--- config.mk ---
export PLATFORM = sky130hd
export DESIGN_NAME = rxdesc_ring_dma
export DESIGN_NICKNAME = d
export VERILOG_FILES = /design/src/rtl/rxdma_pkg.sv /design/src/rtl/rxdma_ptr.sv /design/src/rtl/rxdma_pack.sv /design/src/rtl/rxdesc_ring_dma.sv
export SDC_FILE = /design/constraint.sdc
export NUM_CORES = 1
export LEC_CHECK = 0
export CELL_PAD_IN_SITES_DETAIL_PLACEMENT = 2
export CELL_PAD_IN_SITES_GLOBAL_PLACEMENT = 2
export CORE_ASPECT_RATIO = 0.8
export CORE_MARGIN = 10
export CORE_UTILIZATION = 28
export CTS_BUF_LIST = sky130_fd_sc_hd__clkbuf_4 sky130_fd_sc_hd__clkbuf_8
export DETAILED_ROUTE_END_ITERATION = 6
export PLACE_DENSITY = 0.84
export SLEW_MARGIN = 20
export SYNTH_ARGS = -nofsm -noshare
export SYNTH_HDL_FRONTEND = slang
export SYNTH_SLANG_ARGS = --single-unit
--- constraint.sdc ---
create_clock -name clk -period 2.8 [get_ports clk]
set_input_delay 0.56 -clock clk [delete_from_list [all_inputs] [get_ports clk]]
set_output_delay 0.56 -clock clk [all_outputs]
set_load 0.05 [all_outputs]
--- src/rtl/rxdma_pkg.sv ---
// Shared definitions for the receive descriptor ring engine.
// Assumes 32-bit memory words and two-word descriptors.
package rxdma_pkg;
    localparam int WORD_W     = 32;
    localparam int LANES      = WORD_W / 8;
    localparam int DESC_BYTES = 8;
    // status bit positions inside the 16-bit status half of word 0
    localparam int ST_EMPTY   = 15;
    localparam int ST_WRAP    = 13;
    localparam int ST_LAST    = 11;
    // the status half sits above the length half
    localparam int ST_OFS     = 16;

    typedef enum logic [2:0] {
        S_IDLE, S_RD0, S_CHK0, S_CAP1, S_DATA, S_WRW, S_CLOSE, S_DROP
    } rxdma_state_t;
endpackage

--- src/rtl/rxdma_ptr.sv ---
// Descriptor pointer of the ring.
// Holds the address of the current descriptor. It returns to the aligned
// base whenever the engine is disabled or reset, and it steps or wraps
// when a descriptor is closed.
module rxdma_ptr #(
    parameter int ADDR_W = 32,
    parameter int STEP   = 8
) (
    input  logic              clk,
    input  logic              rst_n,
    input  logic              enable,
    input  logic [ADDR_W-1:0] base,
    input  logic              advance,
    input  logic              wrap,
    output logic [ADDR_W-1:0] ptr
);
    logic [ADDR_W-1:0] base_al;

    // base with the two low address bits ignored
    assign base_al = {base[ADDR_W-1:2], 2'b00};

    // pointer register: home on reset/disable, step or wrap on close
    always_ff @(posedge clk) begin
        if (!rst_n || !enable)
            ptr <= base_al;
        else if (advance)
            ptr <= wrap ? base_al : ptr + ADDR_W'(STEP);
    end

    // a disabled cycle leaves the pointer at the base seen in that cycle
    a_r5_ptr_home: assert property (@(posedge clk) disable iff (!rst_n)
        !enable |=> ptr == $past(base_al));
    // a close without wrap moves exactly one descriptor forward
    a_r1_ptr_step: assert property (@(posedge clk) disable iff (!rst_n)
        (enable && advance && !wrap) |=> ptr == $past(ptr) + ADDR_W'(STEP));
endmodule

--- src/rtl/rxdma_pack.sv ---
// Byte-to-word packer.
// Gathers stream bytes little-endian into one memory word and tracks
// which lanes hold data. Assumes that clear and push never coincide
// (if they do, clear wins).
module rxdma_pack #(
    parameter int LANES = 4,
    localparam int LW   = $clog2(LANES)
) (
    input  logic               clk,
    input  logic               rst_n,
    input  logic               clear,
    input  logic               push,
    input  logic [7:0]         din,
    output logic [LANES*8-1:0] word,
    output logic [LANES-1:0]   be,
    output logic [LW-1:0]      lane
);
    // lane pointer and byte-enable tracking
    always_ff @(posedge clk) begin
        if (!rst_n || clear) begin
            lane <= '0;
            be   <= '0;
        end else if (push) begin
            lane     <= lane + LW'(1);
            be[lane] <= 1'b1;
        end
    end

    // one data register per lane, loaded when its lane is addressed
    for (genvar g = 0; g < LANES; g++) begin : g_lane
        always_ff @(posedge clk) begin
            if (!rst_n)
                word[g*8 +: 8] <= '0;
            else if (push && !clear && lane == LW'(g))
                word[g*8 +: 8] <= din;
        end
    end

    // filled lanes always form a contiguous run from lane 0
    a_r6_be_contig: assert property (@(posedge clk) disable iff (!rst_n)
        (be & (be + LANES'(1))) == '0);
endmodule

--- src/rtl/rxdesc_ring_dma.sv ---
// Receive descriptor ring DMA engine (top).
// When a frame starts, it fetches the descriptor at the ring pointer, checks
// that the descriptor is empty, reads the buffer address and packs the stream
// bytes into that buffer. It closes the descriptor when the buffer fills or
// the frame ends. Assumes a memory that completes each request in the same
// cycle and returns read data one cycle later. Also assumes buffer and ring
// addresses are word aligned and that the buffer size is at least 4.
module rxdesc_ring_dma
    import rxdma_pkg::*;
#(
    parameter int ADDR_W = 32,
    parameter int LEN_W  = 16
) (
    input  logic              clk,
    input  logic              rst_n,
    input  logic              cfg_enable,
    input  logic [ADDR_W-1:0] cfg_ring_base,
    input  logic [LEN_W-1:0]  cfg_buf_size,
    input  logic              rx_valid,
    output logic              rx_ready,
    input  logic [7:0]        rx_data,
    input  logic              rx_sof,
    input  logic              rx_eof,
    output logic              mem_req,
    output logic              mem_we,
    output logic [ADDR_W-1:0] mem_addr,
    output logic [31:0]       mem_wdata,
    output logic [3:0]        mem_be,
    input  logic [31:0]       mem_rdata,
    output logic              frame_done,
    output logic              overrun
);
    localparam int LW = $clog2(LANES);

    rxdma_state_t      state;
    logic [ADDR_W-1:0] ptr, waddr;
    logic [LEN_W-1:0]  buf_cnt, frame_len, bs_eff;
    logic              wrap_q, last_q, accept, desc_free, buf_full;
    logic [WORD_W-1:0] pk_word;
    logic [LANES-1:0]  pk_be;
    logic [LW-1:0]     pk_lane;
    logic [15:0]       close_status;

    assign bs_eff    = {cfg_buf_size[LEN_W-1:2], 2'b00};
    assign accept    = rx_valid && rx_ready;
    assign desc_free = mem_rdata[ST_OFS + ST_EMPTY];
    assign buf_full  = (buf_cnt == bs_eff);

    rxdma_ptr #(.ADDR_W(ADDR_W), .STEP(DESC_BYTES)) u_ptr (
        .clk(clk), .rst_n(rst_n), .enable(cfg_enable), .base(cfg_ring_base),
        .advance(state == S_CLOSE), .wrap(wrap_q), .ptr(ptr)
    );

    rxdma_pack #(.LANES(LANES)) u_pack (
        .clk(clk), .rst_n(rst_n),
        .clear(state == S_WRW || state == S_CAP1),
        .push(state == S_DATA && accept),
        .din(rx_data), .word(pk_word), .be(pk_be), .lane(pk_lane)
    );

    // stream ready: open while discarding or filling, closed while the engine fetches or writes
    always_comb begin
        unique case (state)
            S_IDLE:         rx_ready = !(rx_valid && rx_sof && cfg_enable);
            S_DATA, S_DROP: rx_ready = 1'b1;
            default:        rx_ready = 1'b0;
        endcase
    end

    // closing status: keeps the wrap flag, sets the last flag at the end of a frame
    always_comb begin
        close_status = '0;
        close_status[ST_WRAP] = wrap_q;
        close_status[ST_LAST] = last_q;
    end

    // memory port drive for each state
    always_comb begin
        mem_req   = 1'b0;
        mem_we    = 1'b0;
        mem_addr  = ptr;
        mem_wdata = pk_word;
        mem_be    = '1;
        unique case (state)
            S_RD0:  mem_req = 1'b1;
            S_CHK0: begin
                mem_req  = desc_free;
                mem_addr = ptr + ADDR_W'(4);
            end
            S_WRW: begin
                mem_req  = 1'b1;
                mem_we   = 1'b1;
                mem_addr = waddr;
                mem_be   = pk_be;
            end
            S_CLOSE: begin
                mem_req   = 1'b1;
                mem_we    = 1'b1;
                mem_wdata = {close_status, 16'(last_q ? frame_len : buf_cnt)};
            end
            default: ;
        endcase
    end

    assign frame_done = (state == S_CLOSE) && last_q;
    assign overrun    = (state == S_CHK0) && !desc_free;

    // sequencer: fetch, fill, write back, and drop on a descriptor that is not empty
    always_ff @(posedge clk) begin
        if (!rst_n || !cfg_enable) begin
            state     <= S_IDLE;
            wrap_q    <= 1'b0;
            last_q    <= 1'b0;
            waddr     <= '0;
            buf_cnt   <= '0;
            frame_len <= '0;
        end else begin
            unique case (state)
                S_IDLE: if (rx_valid && rx_sof) begin
                    frame_len <= '0;
                    last_q    <= 1'b0;
                    state     <= S_RD0;
                end
                S_RD0: state <= S_CHK0;
                S_CHK0: if (desc_free) begin
                    wrap_q <= mem_rdata[ST_OFS + ST_WRAP];
                    state  <= S_CAP1;
                end else begin
                    state <= S_DROP;
                end
                S_CAP1: begin
                    waddr   <= ADDR_W'({mem_rdata[31:2], 2'b00});
                    buf_cnt <= '0;
                    state   <= S_DATA;
                end
                S_DATA: if (accept) begin
                    buf_cnt   <= buf_cnt + LEN_W'(1);
                    frame_len <= frame_len + LEN_W'(1);
                    last_q    <= rx_eof;
                    if (pk_lane == LW'(LANES - 1) || rx_eof ||
                        buf_cnt + LEN_W'(1) == bs_eff)
                        state <= S_WRW;
                end
                S_WRW: begin
                    waddr <= waddr + ADDR_W'(LANES);
                    state <= (last_q || buf_full) ? S_CLOSE : S_DATA;
                end
                S_CLOSE: state <= last_q ? S_IDLE : S_RD0;
                S_DROP: if (accept && rx_eof) state <= S_IDLE;
                default: state <= S_IDLE;
            endcase
        end
    end

    // filling starts only after a fetched word 0 showed the empty flag
    a_r2_owned_only: assert property (@(posedge clk) disable iff (!rst_n)
        (state == S_CAP1) |-> $past(mem_rdata[ST_OFS + ST_EMPTY]));
    // every address on the memory port is word aligned
    a_r10_aligned: assert property (@(posedge clk) disable iff (!rst_n)
        mem_req |-> mem_addr[1:0] == 2'b00);
    // frame completion is a single-cycle pulse
    a_r8_done_pulse: assert property (@(posedge clk) disable iff (!rst_n)
        frame_done |=> !frame_done);
    // overrun is a single-cycle pulse and dropping never touches memory
    a_r7_overrun_pulse: assert property (@(posedge clk) disable iff (!rst_n)
        overrun |=> !overrun);
    a_r7_drop_quiet: assert property (@(posedge clk) disable iff (!rst_n)
        (state == S_DROP) |-> !mem_req);
endmodule

==> out/qor.yml, run 1 <==
syn2layout_area_growth_pct: 53.2
power.density_nw_per_um2: 385
synth_area_sq_um: 8670
rsz0062_at_grt: "yes"
hpwl_microns: 31600
rows: 57
clockBufferDepth: 2
swShare_pct: 35.6
fmax_mhz: 295
fin_crit_sh_pct: 121
ff2ff_path_depth: 7
synth_edf_count: 30
slew_headroom_pct: 60.3
drtAntennaViolNets: 0
power_frac_seq_pct: 41.7
synth-simple-area-share_pct: 29.1
reg2reg_from: "buf_cnt[4]"
routedWlPerCell_microns: 27.8
dr.pass1.iters: 5
async_reset_ff_share_pct: 0
vias: 10500
synth_compound_area_share_pct: 20.5
worst_pin_slew_ns: 0.594
power_switching_mw: 1.82
p_leak_nw: 4.68
seq_area_frac_synth_pct: 35.1
layout_setup_ws_ns: -0.584
grtUsageTotal_pct: 22.4
synth_fa_ha_area_share_pct: 1.59
yosysTopAreaCellShare_pct: 24.7
yosys_warnings: 0
path_clk_slew_ns: 0.10
grt_pass1_vias: 10800
setup_viol_count_final: 31
overflow: 0
nFillCells: 3337
synthTopCellsByCount: "nand2_1, dfxtp_1, nor2_1, o21ai_0, nand3_1"
synth-xor-area-share_pct: 6.97
ioPinCount: 167
tritoncts: "built"
ys_types: 65
clock_latency_ns: 0.51
die_h_microns: 177
die_area_sq_um: 38400
initial_core_util_pct: 28.5
hold_violations: 0
wirelength_microns: 50700
numCtsBuffers: 17
synthTopCellsByArea: "dfxtp_1, edfxtp_1, nand2_1"
post-place-cells: 1724
clkPwrFrac_pct: 33.5
register_area_sq_um: 3060
crit_start: "u_ptr.ptr[17]"
r2r_slack_ns: -0.02
clock-sinks: 137
place_congestion: 0.908
drc: 0
synthMuxAreaShare_pct: 1.85
fin_skew_ns: 0.0180
run_status: "finished with violations"
critPathLaunchType: "register"
path_class: "reg -> out"
via_per_inst: 5.76
synth.most_common_cell: "nand2_1"
die_w_microns: 217
cp_max_fo: 4
ys_ff_latch: 137
stdcell_area_sq_um: 13300
synthFlopType: "dfxtp_1"
drtIter0Drc: 915
final_cells: 1828
comb_power_share_pct: 24.8
multiInputGateArea_sq_um: 5780
setup.worst_path.end: "mem_addr[29]"
coreArea_sq_um: 30500
drive_gt1_share_pct: 24.8
syn-num-nets: 1262
layout.nets: 1505
violations: "negative setup slack"
syn_avg_cell_area_sq_um: 7.49
cts-root-buf: "clkbuf_8"
port_buffers: 160
grt_max_degree: 53
cts.htree.levels: 4
slew_violations: 0
max-cap-violations: 0
hp-class: "reg -> reg"
yosysTopAreaCell: "dfxtp_1"
fin_crit_ns: 3.38
placed_area_sq_um: 11800
synth_top_family_by_area: "simple AND/OR/NAND/NOR gates"
ir_drop_v: 0.000322
grt_pass1_wl_microns: 67100
internal_power_mw: 3.30
crit_required_ns: 2.24
hp-start: "u_pack.word[31]"
crit_arrival_ns: 2.82
synthCells: 1157
whs_ns: 0.468
grt_antenna_before_repair: 3
rr_endpoint: "state[1]"
endpoint_kind: "primary output"
kinds of logic (layout without fill, tap and decap cells):
| family | Yosys count | in the layout |
|---|---|---|
| AO/OA/AOI/OAI | 283 | 283 |
| XOR/XNOR | 69 | 69 |
| AND/OR/NAND/NOR | 541 | 542 |
| other | 0 | 2 |
| buffers and inverters | 100 | 355 |
| flip-flops | 137 | 137 |
| adder cells (fa/ha/maj) | 11 | 11 |
| multiplexers | 16 | 16 |
power groups by stage:
stage	Sequential, mW	Combinational (mW)	Clock, mW
5_1_grt	2.13	1.32	1.81
2_1_floorplan	2.15	0.482	0
3_3_place_gp	2.16	1.01	0
3_5_place_dp	2.17	1.04	0
6_report	2.13	1.27	1.71
4_1_cts	2.12	1.13	1.69
area by class of cell:
cell class | count | share of cell area, %
diodes | 2 | 0.0377
clock buffers | 18 | 1.87
clock inverters | 14 | 0.970
inverters | 18 | 0.528
multi-input cells | 921 | 43.5
flip-flops and latches | 137 | 23.0
well taps | 413 | 3.89
repair buffers | 305 | 26.2
stage by stage:
step | utilization [%] | TNS [ns] | power (mW) | worst slack (ns)
final | 43.6 | -8.62 | 5.12 | -0.584
after global routing | 43.6 | -10.79 | 5.27 | -0.655
after CTS | 41.6 | -4.54 | 4.95 | -0.344
after detailed placement | 38.6 | -0.252 | 3.21 | -0.107
after global placement | 38.6 | -0.0134 | 3.18 | -0.0134
after floorplan | - | -1.11 | 2.63 | -0.380
sequential cells by signal, summed over array words and instances (netlist names):
| signal | count |
|---|---|
| buf_cnt | 16 |
| frame_len | 16 |
| last_q | 1 |
| state | 3 |
| u_pack.be | 4 |
| u_pack.lane | 2 |
| u_pack.word | 32 |
| u_ptr.ptr | 32 |
| waddr | 30 |
| wrap_q | 1 |
worst max-delay path, stage by stage, from the launching register on:
cell,delay (ns)
edfxtp_1,0.44
nand4_1,0.18
buf_6,0.18
nor3_4,0.27
nand3_4,0.15
nor4_4,0.30
nand3_2,0.16
o211ai_1,0.38
clkbuf_16,0.25
what timing repair did:
action,4_1_cts,5_1_grt
endpoints found under the setup margin,46,38
resized for setup,84,76
hold buffers,0,0
endpoints found under the hold margin,0,0
pin swaps,25,36
buffers inserted,29,40
cloned,0,2
metal layers:
layer	GRT usage, %	wire length [microns]	share of wire (%)
met1	29.4	21700	43
met2	36.3	24000	47
met3	4.76	3170	6.2
met4	6.40	1900	3.7
met5	0	0	0
cell usage in the layout, fill, tap and decap left out, drive strengths merged, types with 3 or more instances in the layout:
| cell type | instances |
|---|---|
| a211oi | 5 |
| a21boi | 33 |
| a21o | 5 |
| a21oi | 56 |
| a221o | 10 |
| a221oi | 8 |
| a222oi | 4 |
| a22oi | 6 |
| a31oi | 15 |
| and2 | 27 |
| and3 | 13 |
| and4 | 6 |
| buf | 213 |
| clkbuf | 23 |
| clkdlybuf4s50 | 87 |
| clkinv | 4 |
| dfxtp | 107 |
| edfxtp | 30 |
| ha | 11 |
| inv | 26 |
| mux2i | 16 |
| nand2 | 208 |
| nand2b | 7 |
| nand3 | 77 |
| nand4 | 25 |
| nor2 | 104 |
| nor3 | 35 |
| nor4 | 17 |
| o211ai | 10 |
| o21ai | 104 |
| o311ai | 7 |
| o31ai | 3 |
| or2 | 3 |
| or3 | 8 |
| or4 | 3 |
| xnor2 | 30 |
| xor2 | 39 |
worst min-delay path by stage:
| stage | end | slack, ns | depth (start not counted) |
|---|---|---|---|
| floorplan | u_pack.be[0] | 0.43 | 2 |
| global placement | u_pack.be[3] | 0.45 | 2 |
| detailed placement | u_pack.be[3] | 0.45 | 2 |
| CTS | u_pack.word[31] | 0.47 | 2 |
| global route | u_pack.word[24] | 0.51 | 2 |
| finish | u_pack.word[31] | 0.47 | 2 |
(Power assumes the default switching activity.)
==> run 2: changes to the inputs <==
--- a/config.mk
+++ b/config.mk
@@ -12,6 +12,7 @@
 export CORE_UTILIZATION = 28
 export CTS_BUF_LIST = sky130_fd_sc_hd__clkbuf_4 sky130_fd_sc_hd__clkbuf_8
 export DETAILED_ROUTE_END_ITERATION = 6
+export GPL_TIMING_DRIVEN = 1
 export PLACE_DENSITY = 0.84
 export SLEW_MARGIN = 20
 export SYNTH_ARGS = -nofsm -noshare
==> results of run 2 <==
No change in the layout: final DEF, timing and power equal those of run 1.
